$ cat src/rtl/rct_pkg.sv
package rct_pkg;

    typedef enum logic [1:0] {
        LN_EMPTY  = 2'd0,
        LN_PLAIN  = 2'd1,
        LN_PREF   = 2'd2,
        LN_REUSED = 2'd3
    } line_st_e;

    typedef enum logic [2:0] {
        RC_C0 = 3'd0,
        RC_C1 = 3'd1,
        RC_C2 = 3'd2,
        RC_C3 = 3'd3,
        RC_C4 = 3'd4
    } reuse_cls_e;

    localparam int CLS_W = 3;

endpackage

$ cat src/rtl/rct_line_fsm.sv
module rct_line_fsm
    import rct_pkg::*;
(
    input  logic     clk,
    input  logic     rst_n,
    input  logic     fill_go,
    input  logic     fill_pf,
    input  logic     fill_stk,
    input  logic     hit_go,
    input  logic     wr_go,
    input  logic     ev_go,
    output line_st_e st_q,
    output logic     dirty_q,
    output logic     stk_q
);

    line_st_e st_d;

    // state register
    always_ff @(posedge clk) begin
        if (!rst_n) begin
            st_q <= LN_EMPTY;
        end else begin
            st_q <= st_d;
        end
    end

    // next state: install > retire > reuse > hold
    always_comb begin
        st_d = st_q;
        if (fill_go) begin
            st_d = fill_pf ? LN_PREF : LN_PLAIN;
        end else if (ev_go) begin
            st_d = LN_EMPTY;
        end else begin
            unique case (st_q)
                LN_EMPTY:  st_d = LN_EMPTY;
                LN_PLAIN:  st_d = hit_go ? LN_REUSED : LN_PLAIN;
                LN_PREF:   st_d = hit_go ? LN_REUSED : LN_PREF;
                LN_REUSED: st_d = LN_REUSED;
                default:   st_d = LN_EMPTY;
            endcase
        end
    end

    // per-slot attribute bits
    always_ff @(posedge clk) begin
        if (!rst_n) begin
            dirty_q <= 1'b0;
            stk_q   <= 1'b0;
        end else if (fill_go) begin
            dirty_q <= 1'b0;
            stk_q   <= fill_stk;
        end else if (ev_go) begin
            dirty_q <= 1'b0;
            stk_q   <= 1'b0;
        end else if (wr_go && (st_q != LN_EMPTY)) begin
            dirty_q <= 1'b1;
        end
    end

endmodule

$ cat src/rtl/rct_class_resolve.sv
module rct_class_resolve
    import rct_pkg::*;
(
    input  line_st_e   st,
    input  logic       dirty,
    input  logic       stk,
    output logic       vld,
    output reuse_cls_e cls
);

    always_comb begin
        vld = (st != LN_EMPTY);
        cls = RC_C1;
        if (stk) begin
            cls = RC_C4;
        end else begin
            unique case (st)
                LN_EMPTY:  cls = RC_C1;
                LN_REUSED: cls = RC_C3;
                LN_PREF:   cls = RC_C0;
                LN_PLAIN:  cls = dirty ? RC_C2 : RC_C1;
                default:   cls = RC_C1;
            endcase
        end
    end

endmodule

$ cat src/rtl/rct_evict_reg.sv
module rct_evict_reg
    import rct_pkg::*;
#(
    parameter int IW = 6
) (
    input  logic             clk,
    input  logic             rst_n,
    input  logic             cap,
    input  logic [IW-1:0]    line_in,
    input  reuse_cls_e       cls_in,
    input  logic             dirty_in,
    output logic             vld_q,
    output logic [IW-1:0]    line_q,
    output logic [CLS_W-1:0] cls_q,
    output logic             dirty_q
);

    always_ff @(posedge clk) begin
        if (!rst_n) begin
            vld_q   <= 1'b0;
            line_q  <= '0;
            cls_q   <= '0;
            dirty_q <= 1'b0;
        end else begin
            vld_q <= cap;
            if (cap) begin
                line_q  <= line_in;
                cls_q   <= cls_in;
                dirty_q <= dirty_in;
            end
        end
    end

endmodule

$ cat src/rtl/reuse_class_tracker.sv
module reuse_class_tracker
    import rct_pkg::*;
#(
    parameter int LINES = 64,
    localparam int IW = $clog2(LINES)
) (
    input  logic             clk,
    input  logic             rst_n,
    input  logic             fill_en,
    input  logic [IW-1:0]    fill_line,
    input  logic             fill_outer_hit,
    input  logic [2:0]       fill_cls,
    input  logic             fill_pf,
    input  logic             hit_en,
    input  logic [IW-1:0]    hit_line,
    input  logic             wr_en,
    input  logic [IW-1:0]    wr_line,
    input  logic             ev_en,
    input  logic [IW-1:0]    ev_line_in,
    output logic             ev_valid,
    output logic [IW-1:0]    ev_line,
    output logic [2:0]       ev_cls,
    output logic             ev_dirty
);

    line_st_e st_a    [LINES];
    logic     dirty_a [LINES];
    logic     stk_a   [LINES];

    logic fill_stk;
    assign fill_stk = fill_outer_hit || (fill_cls == 3'(RC_C4));

    for (genvar i = 0; i < LINES; i++) begin : g_line
        logic fgo, hgo, wgo, ego;
        assign fgo = fill_en && (fill_line  == IW'(i));
        assign hgo = hit_en  && (hit_line   == IW'(i));
        assign wgo = wr_en   && (wr_line    == IW'(i));
        assign ego = ev_en   && (ev_line_in == IW'(i));

        rct_line_fsm u_line (
            .clk      (clk),
            .rst_n    (rst_n),
            .fill_go  (fgo),
            .fill_pf  (fill_pf),
            .fill_stk (fill_stk),
            .hit_go   (hgo),
            .wr_go    (wgo),
            .ev_go    (ego),
            .st_q     (st_a[i]),
            .dirty_q  (dirty_a[i]),
            .stk_q    (stk_a[i])
        );
    end

    line_st_e   sel_st;
    logic       sel_dirty;
    logic       sel_stk;
    logic       sel_vld;
    reuse_cls_e sel_cls;

    assign sel_st    = st_a[ev_line_in];
    assign sel_dirty = dirty_a[ev_line_in];
    assign sel_stk   = stk_a[ev_line_in];

    rct_class_resolve u_resolve (
        .st    (sel_st),
        .dirty (sel_dirty),
        .stk   (sel_stk),
        .vld   (sel_vld),
        .cls   (sel_cls)
    );

    rct_evict_reg #(.IW(IW)) u_out (
        .clk      (clk),
        .rst_n    (rst_n),
        .cap      (ev_en && sel_vld),
        .line_in  (ev_line_in),
        .cls_in   (sel_cls),
        .dirty_in (sel_dirty),
        .vld_q    (ev_valid),
        .line_q   (ev_line),
        .cls_q    (ev_cls),
        .dirty_q  (ev_dirty)
    );

endmodule

$ cat config.mk
export PLATFORM = sky130hd
export DESIGN_NAME = reuse_class_tracker
export DESIGN_NICKNAME = d
export VERILOG_FILES = /design/src/rtl/rct_pkg.sv /design/src/rtl/rct_line_fsm.sv /design/src/rtl/rct_class_resolve.sv /design/src/rtl/rct_evict_reg.sv /design/src/rtl/reuse_class_tracker.sv
export SDC_FILE = /design/constraint.sdc
export NUM_CORES = 1
export LEC_CHECK = 0
export BUFFER_PORTS_ARGS = -buffer_cell sky130_fd_sc_hd__buf_2
export CAP_MARGIN = 20
export CORE_UTILIZATION = 25
export CTS_CLUSTER_SIZE = 20
export DETAILED_ROUTE_END_ITERATION = 10
export SLEW_MARGIN = 0
export SYNTH_ARGS = -nofsm -noshare
export SYNTH_HDL_FRONTEND = slang
export SYNTH_SLANG_ARGS = --single-unit
$ cat constraint.sdc
create_clock -name clk -period 4.3 [get_ports clk]
set_input_delay 0.215 -clock clk [delete_from_list [all_inputs] [get_ports clk]]
set_output_delay 0.215 -clock clk [all_outputs]
set_load 0.05 [all_outputs]
# ---- Word level (Yosys, flattened, before mapping)
# Cells that the tools add are included.
dict set report classes {
  magnitude_cmp 1
  n_eq_ne 448
  muxes 461
  n_bitwise 2
  n_reduce_logical 584
}
# cell count
set op_table {}
lappend op_table {{$eq 6x6->1 const B} 128}
lappend op_table {{$pmux 2 s4} 64}
lappend op_table {{$mux 2} 196}
lappend op_table {{$eq 6x5->1 const B} 64}
lappend op_table {{$logic_and 1x1->1} 321}
lappend op_table {{$eq 2x2->1 const B} 130}
lappend op_table {{$reduce_bool 2->1} 129}
lappend op_table {{$mux 1} 196}
lappend op_table {{$eq 6x4->1 const B} 32}
lappend op_table {{$reduce_or 3->1} 64}
lappend op_table {{$eq 2x1->1 const B} 65}
lappend op_table {{$logic_not 2->1} 65}
lappend op_table {{$eq 6x3->1 const B} 16}
lappend op_table {{$eq 6x2->1 const B} 8}
lappend op_table {{$eq 6x1->1 const B} 4}
lappend op_table {{$logic_not 6->1} 4}
lappend op_table {{$bmux 1 s6} 2}
lappend op_table {{$bmux 2 s6} 1}
lappend op_table {{$pmux 3 s4} 1}
lappend op_table {{$ge 7x7->1 const B} 1}
lappend op_table {{$not 6->7} 1}
lappend op_table {{$eq 3x3->1 const B} 1}
lappend op_table {{$mux 3} 1}
lappend op_table {{$logic_or 1x1->1} 1}
lappend op_table {{$not 1->1} 1}
dict set report word_totals {
  register_bits 267
  input_bits 35
  output_inout_bits 11
  word_cells 1692
}

# ---- Depth between registers and ports, before layout
# Gate-level depths: netlist of the first run.
dict set report logic_depth {
  ltp_word 7
  mapped_depth 10
  depth_no_buf 6
}

# ---- Modules after synthesis
# From an unflattened synthesis of the first run, not the netlist that was laid out.
dict set report unflattened {
  cells_unflattened 1657
  area_unflattened_um2 13753.2
}
# module instances cells_per_inst area_each_um2 seq_area_each_um2
set by_module_without_submodules {}
lappend by_module_without_submodules {rct_line_fsm 64 17 152.6 80.1}
lappend by_module_without_submodules {reuse_class_tracker 1 528 3525.9 0.0}
lappend by_module_without_submodules {rct_evict_reg 1 34 405.4 220.2}
lappend by_module_without_submodules {rct_class_resolve 1 7 52.6 0.0}

# ---- Worst setup path after synthesis of the first run
# Ideal clock, no wire load.
dict set report synth_timing {
  path_type {input to register}
  startpoint {in ev_line_in[1]}
  endpoint {reg u_out.cls_q[1]}
  setup_time_ns 0.075
  arrival_ns 2.301
  t_required_ns 4.225
  path_slack_ns 1.924
  path_stages 8
  path_buffers 2
  path_cell_list {buf_2 buf_1 mux4_2 mux4_2 a22oi_1 nand3_1 or3_1 o22ai_1}
}
dict set report synth_via {
  elab_chain_cells 7
  elab_cells_between_ends 19
  classes_between {eq/ne: 3; mux: 12; bitwise: 1; reduce/logical: 3}
}
# item line
set synth_lines {}
lappend synth_lines {{start, declared} reuse_class_tracker.sv:19} ;# input logic [IW-1:0] ev_line_in,
lappend synth_lines {{$not 6->7 (implied by the code) (*)} {reuse_class_tracker.sv:61, reuse_class_tracker.sv:62, reuse_class_tracker.sv:63}}
lappend synth_lines {{$bmux 2 s6 / $bmux 1 s6 (equally long branches)} {reuse_class_tracker.sv:61, reuse_class_tracker.sv:62}}
lappend synth_lines {{$mux 2 (implied by the code) / $mux 1 (equally long branches) (2 in series)} {reuse_class_tracker.sv:61, reuse_class_tracker.sv:62}}
lappend synth_lines {{$eq 2x1->1 (tied with other cells)} rct_class_resolve.sv:17} ;# unique case (st)
lappend synth_lines {{$pmux 3 s4} rct_class_resolve.sv:17}
lappend synth_lines {{$mux 3} rct_class_resolve.sv:14} ;# if (stk) begin
lappend synth_lines {{end signal, assigned} rct_evict_reg.sv:28} ;# cls_q <= cls_in;
lappend synth_lines {{end, declared} rct_evict_reg.sv:14} ;# output logic [CLS_W-1:0] cls_q,
# Every way passes the cells marked *; elsewhere a longest branch is shown, timed or not. The select of a mux whose other input is x is not followed.
# A chain may end at the register's enable or synchronous reset.

# ---- Worst setup path in the final report of the first run
dict set report layout_timing {
  startpoint {in ev_line_in[0]}
  endpoint {reg u_out.cls_q[2]}
}
dict set report layout_via {
  elab_chain_cells 6
  elab_cells_between_ends 10
  classes_between {mux: 7; bitwise: 1; reduce/logical: 2}
}
# item line
set layout_lines {}
lappend layout_lines {{$not 6->7 (implied by the code) (*)} {reuse_class_tracker.sv:61, reuse_class_tracker.sv:63}}
lappend layout_lines {{$bmux 2 s6} reuse_class_tracker.sv:61} ;# assign sel_st = st_a[ev_line_in];
lappend layout_lines {{$mux 2 (implied by the code) (2 in series)} reuse_class_tracker.sv:61}
lappend layout_lines {{$reduce_bool 2->1} rct_class_resolve.sv:12} ;# vld = (st != LN_EMPTY);
lappend layout_lines {{$logic_and 1x1->1} reuse_class_tracker.sv:76} ;# .cap (ev_en && sel_vld),
# Marks and branches as above.

==> results of run 1 <==
-- cells in the final DEF, fill, tap and decap left out, types with 18 or more instances in the layout --
cell         n
nor2_1     322
dfxtp_1    267
nand2_1    237
and2_1     108
mux4_2      72
a21oi_1     70
or2_2       66
a31oi_1     64
a32o_1      54
o21ai_0     53
o32ai_1     53
buf_2       41
clkbuf_16   31
buf_4       25
a21boi_0    24
nand3_1     21
o211ai_1    21
a22oi_1     18
-- power by group --
group	total (W)	switching [W]	internal [W]
registers	0.00248	0.00000417	0.00248
logic	0.000419	0.000319	0.0000999
clock network	0.00268	0.00108	0.00160
total	0.00558	0.00140	0.00418
-- cells by family after synthesis --
kind of cell           after synthesis  share of synthesized area, %
AO/OA/AOI/OAI                      374                         18.68
buffers and inverters              117                         3.498
flip-flops                         267                         38.31
multiplexers                        80                         12.20
AND/OR/NAND/NOR                    828                         27.31
-- tightest hold or removal path, stage by stage --
cell and delay [ns]:
buf_2 0.20, nand2_1 0.09, mux2i_1 0.06
-- cell usage after synthesis (all sizes together), types with 8 or more instances --
master	number
nor2b	9
buf	23
a31oi	64
clkbuf	94
and2	108
a21oi	70
nor2	323
dfxtp	267
o21ai	54
o211ai	21
mux4	72
o32ai	53
a32o	54
nor3	14
nand2	237
o22ai	12
or2	66
mux2i	8
a21boi	25
nand2b	14
a22oi	18
nand3	21
-- registers in the layout (all words and copies together), names as in the netlist --
| signal | flops |
|---|---|
| g_line.u_line.stk_q | 64 |
| u_out.line_q | 6 |
| g_line.u_line.st_q | 128 |
| u_out.vld_q | 1 |
| u_out.cls_q | 3 |
| u_out.dirty_q | 1 |
| g_line.u_line.dirty_q | 64 |
-- final timing paths --
check | startpoint | cells past startpoint | end
worst max-delay path | ev_line_in[0] | 9 | u_out.cls_q[2]
worst max register to register | g_line[62].u_line.st_q[1] | 7 | u_out.cls_q[2]
worst min register to register | u_out.line_q[5] | 2 | u_out.line_q[5]
worst min-delay path | ev_line_in[5] | 3 | u_out.line_q[5]
-- through the flow --
stage          setup WS [ns]  std cells  utilization, %
4_1_cts                1.168       2421           28.86
3_5_place_dp          0.5848       2364           26.97
2_1_floorplan          1.924       1666               -
5_1_grt                1.076       2423           28.90
6_report               1.283       2425           28.91
3_3_place_gp          0.7102       2363           26.92
-- final cells by class --
| class | count | share of cell area [%] |
|---|---|---|
| Clock buffer | 46 | 5.852 |
| Timing Repair Buffer | 70 | 2.867 |
| Antenna cell | 2 | 0.03142 |
| Multi-Input combinational cell | 1282 | 51.19 |
| Tap cell | 748 | 5.876 |
| Sequential cell | 267 | 33.56 |
| Clock inverter | 10 | 0.6284 |
-- layer usage --
layer	vias to the layer above	global-route usage (%)	routed length, µm	share of wire, %
met5	-	0	18	0.033
met4	4	7.246	2060	3.8
met3	145	4.361	5542	10
met2	815	29.38	23890	44
met1	6627	24.83	22620	42
li1	5971	-	-	-
==> impl_metrics.json, run 1 <==
{
  "status": "complete, no violations",
  "drt_wl_total_um": 54130,
  "dieArea_um2": 56750,
  "cp_max_fo": 41,
  "ioPinCount": 46,
  "synth_area_leaders": "dfxtp_1 (38%), mux4_2 (12%), nor2_1 (8.7%)",
  "final.period_utilization_pct": 70.17,
  "grt_pass1_vias": 12716,
  "required_ns": 4.75,
  "gr-total-overflow": 0,
  "num-nets-final": 1686,
  "clockBufferDepth": 3,
  "rsz0062_at_grt": "no",
  "final.fill_count": 5820,
  "syn_avg_cell_area_um2": 8.374,
  "die_y_um": 238.2,
  "synth_seq_area_share_pct": 38.31,
  "wl_per_cell_um": 22.32,
  "cap_violations": 0,
  "syn_inst": 1666,
  "synth-async-reset-ratio_pct": 0,
  "clk_pin_slew_ns": 0.06,
  "p_per_area_nw_per_um2": 350.4,
  "track_usage_pct": 18.74,
  "synth_area_um2": 13950,
  "endpoint_kind": "flop",
  "critPathKind": "in -> reg",
  "htreeDepth": 1,
  "cts_tree": "done",
  "cts_made_buffers": 30,
  "post_cts_buffers": 0,
  "p_total_w": 0.005580,
  "portBuffers": 45,
  "synth_top_area_cell": "dfxtp_1",
  "start_util_pct": 25.32,
  "crit_path_frequent_cell": "buf_4",
  "insertion_delay_ns": 0.58,
  "cts_hold_buf": 1,
  "place_area_um2": 14860,
  "drc": 0,
  "worst_path_largest_cell_delay_ns": 0.77,
  "slew_headroom_pct": 12.75,
  "netlist-cell-type-count": 42,
  "core_area_um2": 55090,
  "num_vias": 13562,
  "root_buffer": "clkbuf_16",
  "dp_hpwl_um": 37400,
  "synth_edf_count": 0,
  "synth_seq_cells": 267,
  "startpoint_type": "primary input",
  "place_congestion": 0.9206,
  "die_x_um": 238.2,
  "setup_viol": 0,
  "drive_gt1_share_pct": 16.12,
  "worst_slew_pin_slew_ns": 1.299,
  "clkSinkCount": 267,
  "antenna_left": 0,
  "cpMaxStageDelayCell": "nor4_1",
  "postSynthNetCount": 1701,
  "post_cts_resized": 0,
  "hold_ws_ns": 0.04841,
  "holdCritPathClass": "in -> reg",
  "arrival_ns": 3.47,
  "timing.critical_path.cells": "buf_4 > buf_4 > mux4_2 > a22oi_1 > a21oi_1 > nor4_1 > a21boi_1 > buf_4 > mux2i_1",
  "first_iter_violations": 1679,
  "power_leakage_nw": 5.402,
  "first_pass_iters": 5,
  "grt_pass1_wl_um": 80930,
  "maxSlewViolCount": 0,
  "peakVddDrop_mv": 0.2996,
  "synthFlopType": "dfxtp_1",
  "rrSetupSlack_ns": 1.58,
  "tns_ns": 0,
  "seq_area_um2": 5345,
  "final_area_um2": 15930,
  "grt_max_degree": 104,
  "num_rows": 86,
  "cp_top_family": "buffers and inverters",
  "yosysWarnings": 0,
  "fin_crit_ns": 3.017,
  "via_per_inst": 5.593,
  "finalHoldViolCount": 0,
  "critical_path.n_buffers_inverters": 3,
  "area_delta_synth_final_pct": 14.17,
  "fmax_mhz": 331.4,
  "antenna_found_initial": 3,
  "multi_input_area_um2": 8153,
  "fin_worst_skew_ns": 0.01204,
  "yosysTopAreaCellShare_pct": 38.31
}
No activity file was read; power rests on OpenSTA's default activity.
==> run 2, diff against run 1 <==
- clock period: 4.3 -> 2.75 ns (I/O delays scaled with it)
==> impl_metrics.json, run 2 (synthesized netlist as in run 1, its figures left out) <==
{
  "hold_start": "fill_line[4]",
  "die_y_um": 238.2,
  "cts_made_buffers": 30,
  "gr-total-overflow": 0,
  "p_per_area_nw_per_um2": 533.9,
  "htreeDepth": 1,
  "final_cell_mix": "nor2_1 (323), dfxtp_1 (267), nand2_1 (237)",
  "post_cts_buffers": 0,
  "insertion_delay_ns": 0.58,
  "final_area_um2": 16300,
  "critPathKind": "reg -> reg",
  "first_iter_violations": 1913,
  "track_usage_pct": 18.93,
  "regToRegEndpoint": "u_out.cls_q[0]",
  "final.fill_count": 5821,
  "seq_area_um2": 5345,
  "multi_input_area_um2": 8133,
  "fmax_mhz": 435.6,
  "arrival_ns": 2.79,
  "finalHoldViolCount": 0,
  "num_vias": 13785,
  "final.period_utilization_pct": 83.48,
  "peakVddDrop_mv": 0.3843,
  "top_regs": "g_line.u_line.st_q x128, g_line.u_line.dirty_q x64, g_line.u_line.stk_q x64",
  "holdPathEnd": "g_line[44].u_line.stk_q",
  "largest_register_ffs": 128,
  "grt_pass1_vias": 13130,
  "slew_headroom_pct": 26.63,
  "fin_crit_ns": 2.296,
  "dp_hpwl_um": 38610,
  "startpoint_type": "flop",
  "setup_viol": 0,
  "ff2ff_path_depth": 8,
  "root_buffer": "clkbuf_16",
  "clk_pin_slew_ns": 0.06,
  "required_ns": 3.24,
  "worst_slew_pin_slew_ns": 1.101,
  "start_util_pct": 25.32,
  "die_x_um": 238.2,
  "grt_max_degree": 147,
  "antenna_found_initial": 2,
  "drc": 0,
  "via_per_inst": 5.588,
  "holdCritPathClass": "in -> reg",
  "antenna_left": 0,
  "endpoint_kind": "flop",
  "final_common_cell": "nor2_1",
  "tns_ns": 0,
  "fin_worst_skew_ns": 0.01460,
  "place_area_um2": 15260,
  "min_path_cells": 4,
  "maxSlewViolCount": 0,
  "grt_pass1_wl_um": 82100,
  "status": "complete, no violations",
  "cp_max_fo": 9,
  "ioPinCount": 46,
  "portBuffers": 45,
  "power_leakage_nw": 5.624,
  "drt_wl_total_um": 54790,
  "wl_per_cell_um": 22.21,
  "rsz0062_at_grt": "no",
  "rrSetupSlack_ns": 0.45,
  "num-nets-final": 1734,
  "clkSinkCount": 267,
  "place_congestion": 0.9688,
  "r2r-start": "g_line[15].u_line.st_q[0]",
  "num_rows": 86,
  "drive_gt1_share_pct": 17.99,
  "area_delta_synth_final_pct": 16.87,
  "first_pass_iters": 6,
  "dieArea_um2": 56750,
  "cap_violations": 0,
  "clockBufferDepth": 3,
  "cts_tree": "done",
  "core_area_um2": 55090,
  "regMostFlops": "g_line.u_line.st_q"
}
[run 2: cell count changes in the layout (fill, tap and decap cells not counted), sizes merged]
cell,previous run,this run
buf,69,114
bufinv,2,1
clkbuf,46,47
clkinv,8,2
clkinvlp,0,1
diode,2,1
dlygate4sd3,1,4
[run 2: report_power, final]
group,switching [W],internal (W)
clock network,0.00167,0.00245
registers,0.00000671,0.00388
logic,0.000508,0.000198
[run 2: layout make-up]
type / instances / share of cell area [%]
flip-flops and latches: 267 / 32.78
well taps: 748 / 5.740
repair buffers: 118 / 5.426
multi-input cells: 1282 / 49.88
diodes: 1 / 0.01535
clock buffers: 47 / 5.863
clock inverters: 4 / 0.2916
[run 2: repair_timing]
action	CTS	global route
gates resized for setup	0	0
hold buffers	4	0
endpoints found under the hold margin	16	0
[run 2: worst max path at each step]
stage / slack [ns] / end / cells past startpoint / start
after floorplan: 0.45 / u_out.cls_q[1] / 8 / ev_line_in[1]
after global placement: 0.07 / u_out.cls_q[0] / 11 / ev_line_in[0]
after detailed placement: 0.004 / u_out.line_q[3] / 11 / ev_line_in[0]
after CTS: 0.49 / u_out.cls_q[1] / 6 / g_line[15].u_line.stk_q
after global routing: 0.32 / u_out.cls_q[0] / 8 / g_line[10].u_line.st_q[0]
final: 0.45 / u_out.cls_q[0] / 8 / g_line[15].u_line.st_q[0]
[run 2: worst max-delay path, cell delays in order (launching register included)]
cell,delay [ns]
dfxtp_1,0.34
mux4_2,0.51
a22oi_1,0.23
a21boi_0,0.12
nor4_1,0.37
buf_4,0.19
a21boi_1,0.11
buf_12,0.17
o22ai_1,0.16
[run 2: routing by layer]
layer / up-vias / GRT usage, % / wire, µm
li1: 6059 / - / -
met2: 837 / 31.19 / 24970
met1: 6721 / 24.59 / 22140
met4: 2 / 8.275 / 2379
met5: - / 0 / 8
met3: 166 / 2.649 / 5287
[run 2: stage by stage]
stage | total power, W | utilization (%) | setup slack [ns] | std cells | hold WS [ns]
4_1_cts | 0.008710 | 29.59 | 0.4862 | 2466 | 0.001537
2_1_floorplan | 0.004345 | - | 0.4517 | 1666 | 0.2685
6_report | 0.008705 | 29.59 | 0.4542 | 2467 | 0.005475
3_5_place_dp | 0.004648 | 27.70 | 0.003713 | 2411 | 0.4500
5_1_grt | 0.008921 | 29.59 | 0.3159 | 2467 | 0.03647
3_3_place_gp | 0.004640 | 27.70 | 0.06730 | 2411 | 0.4432
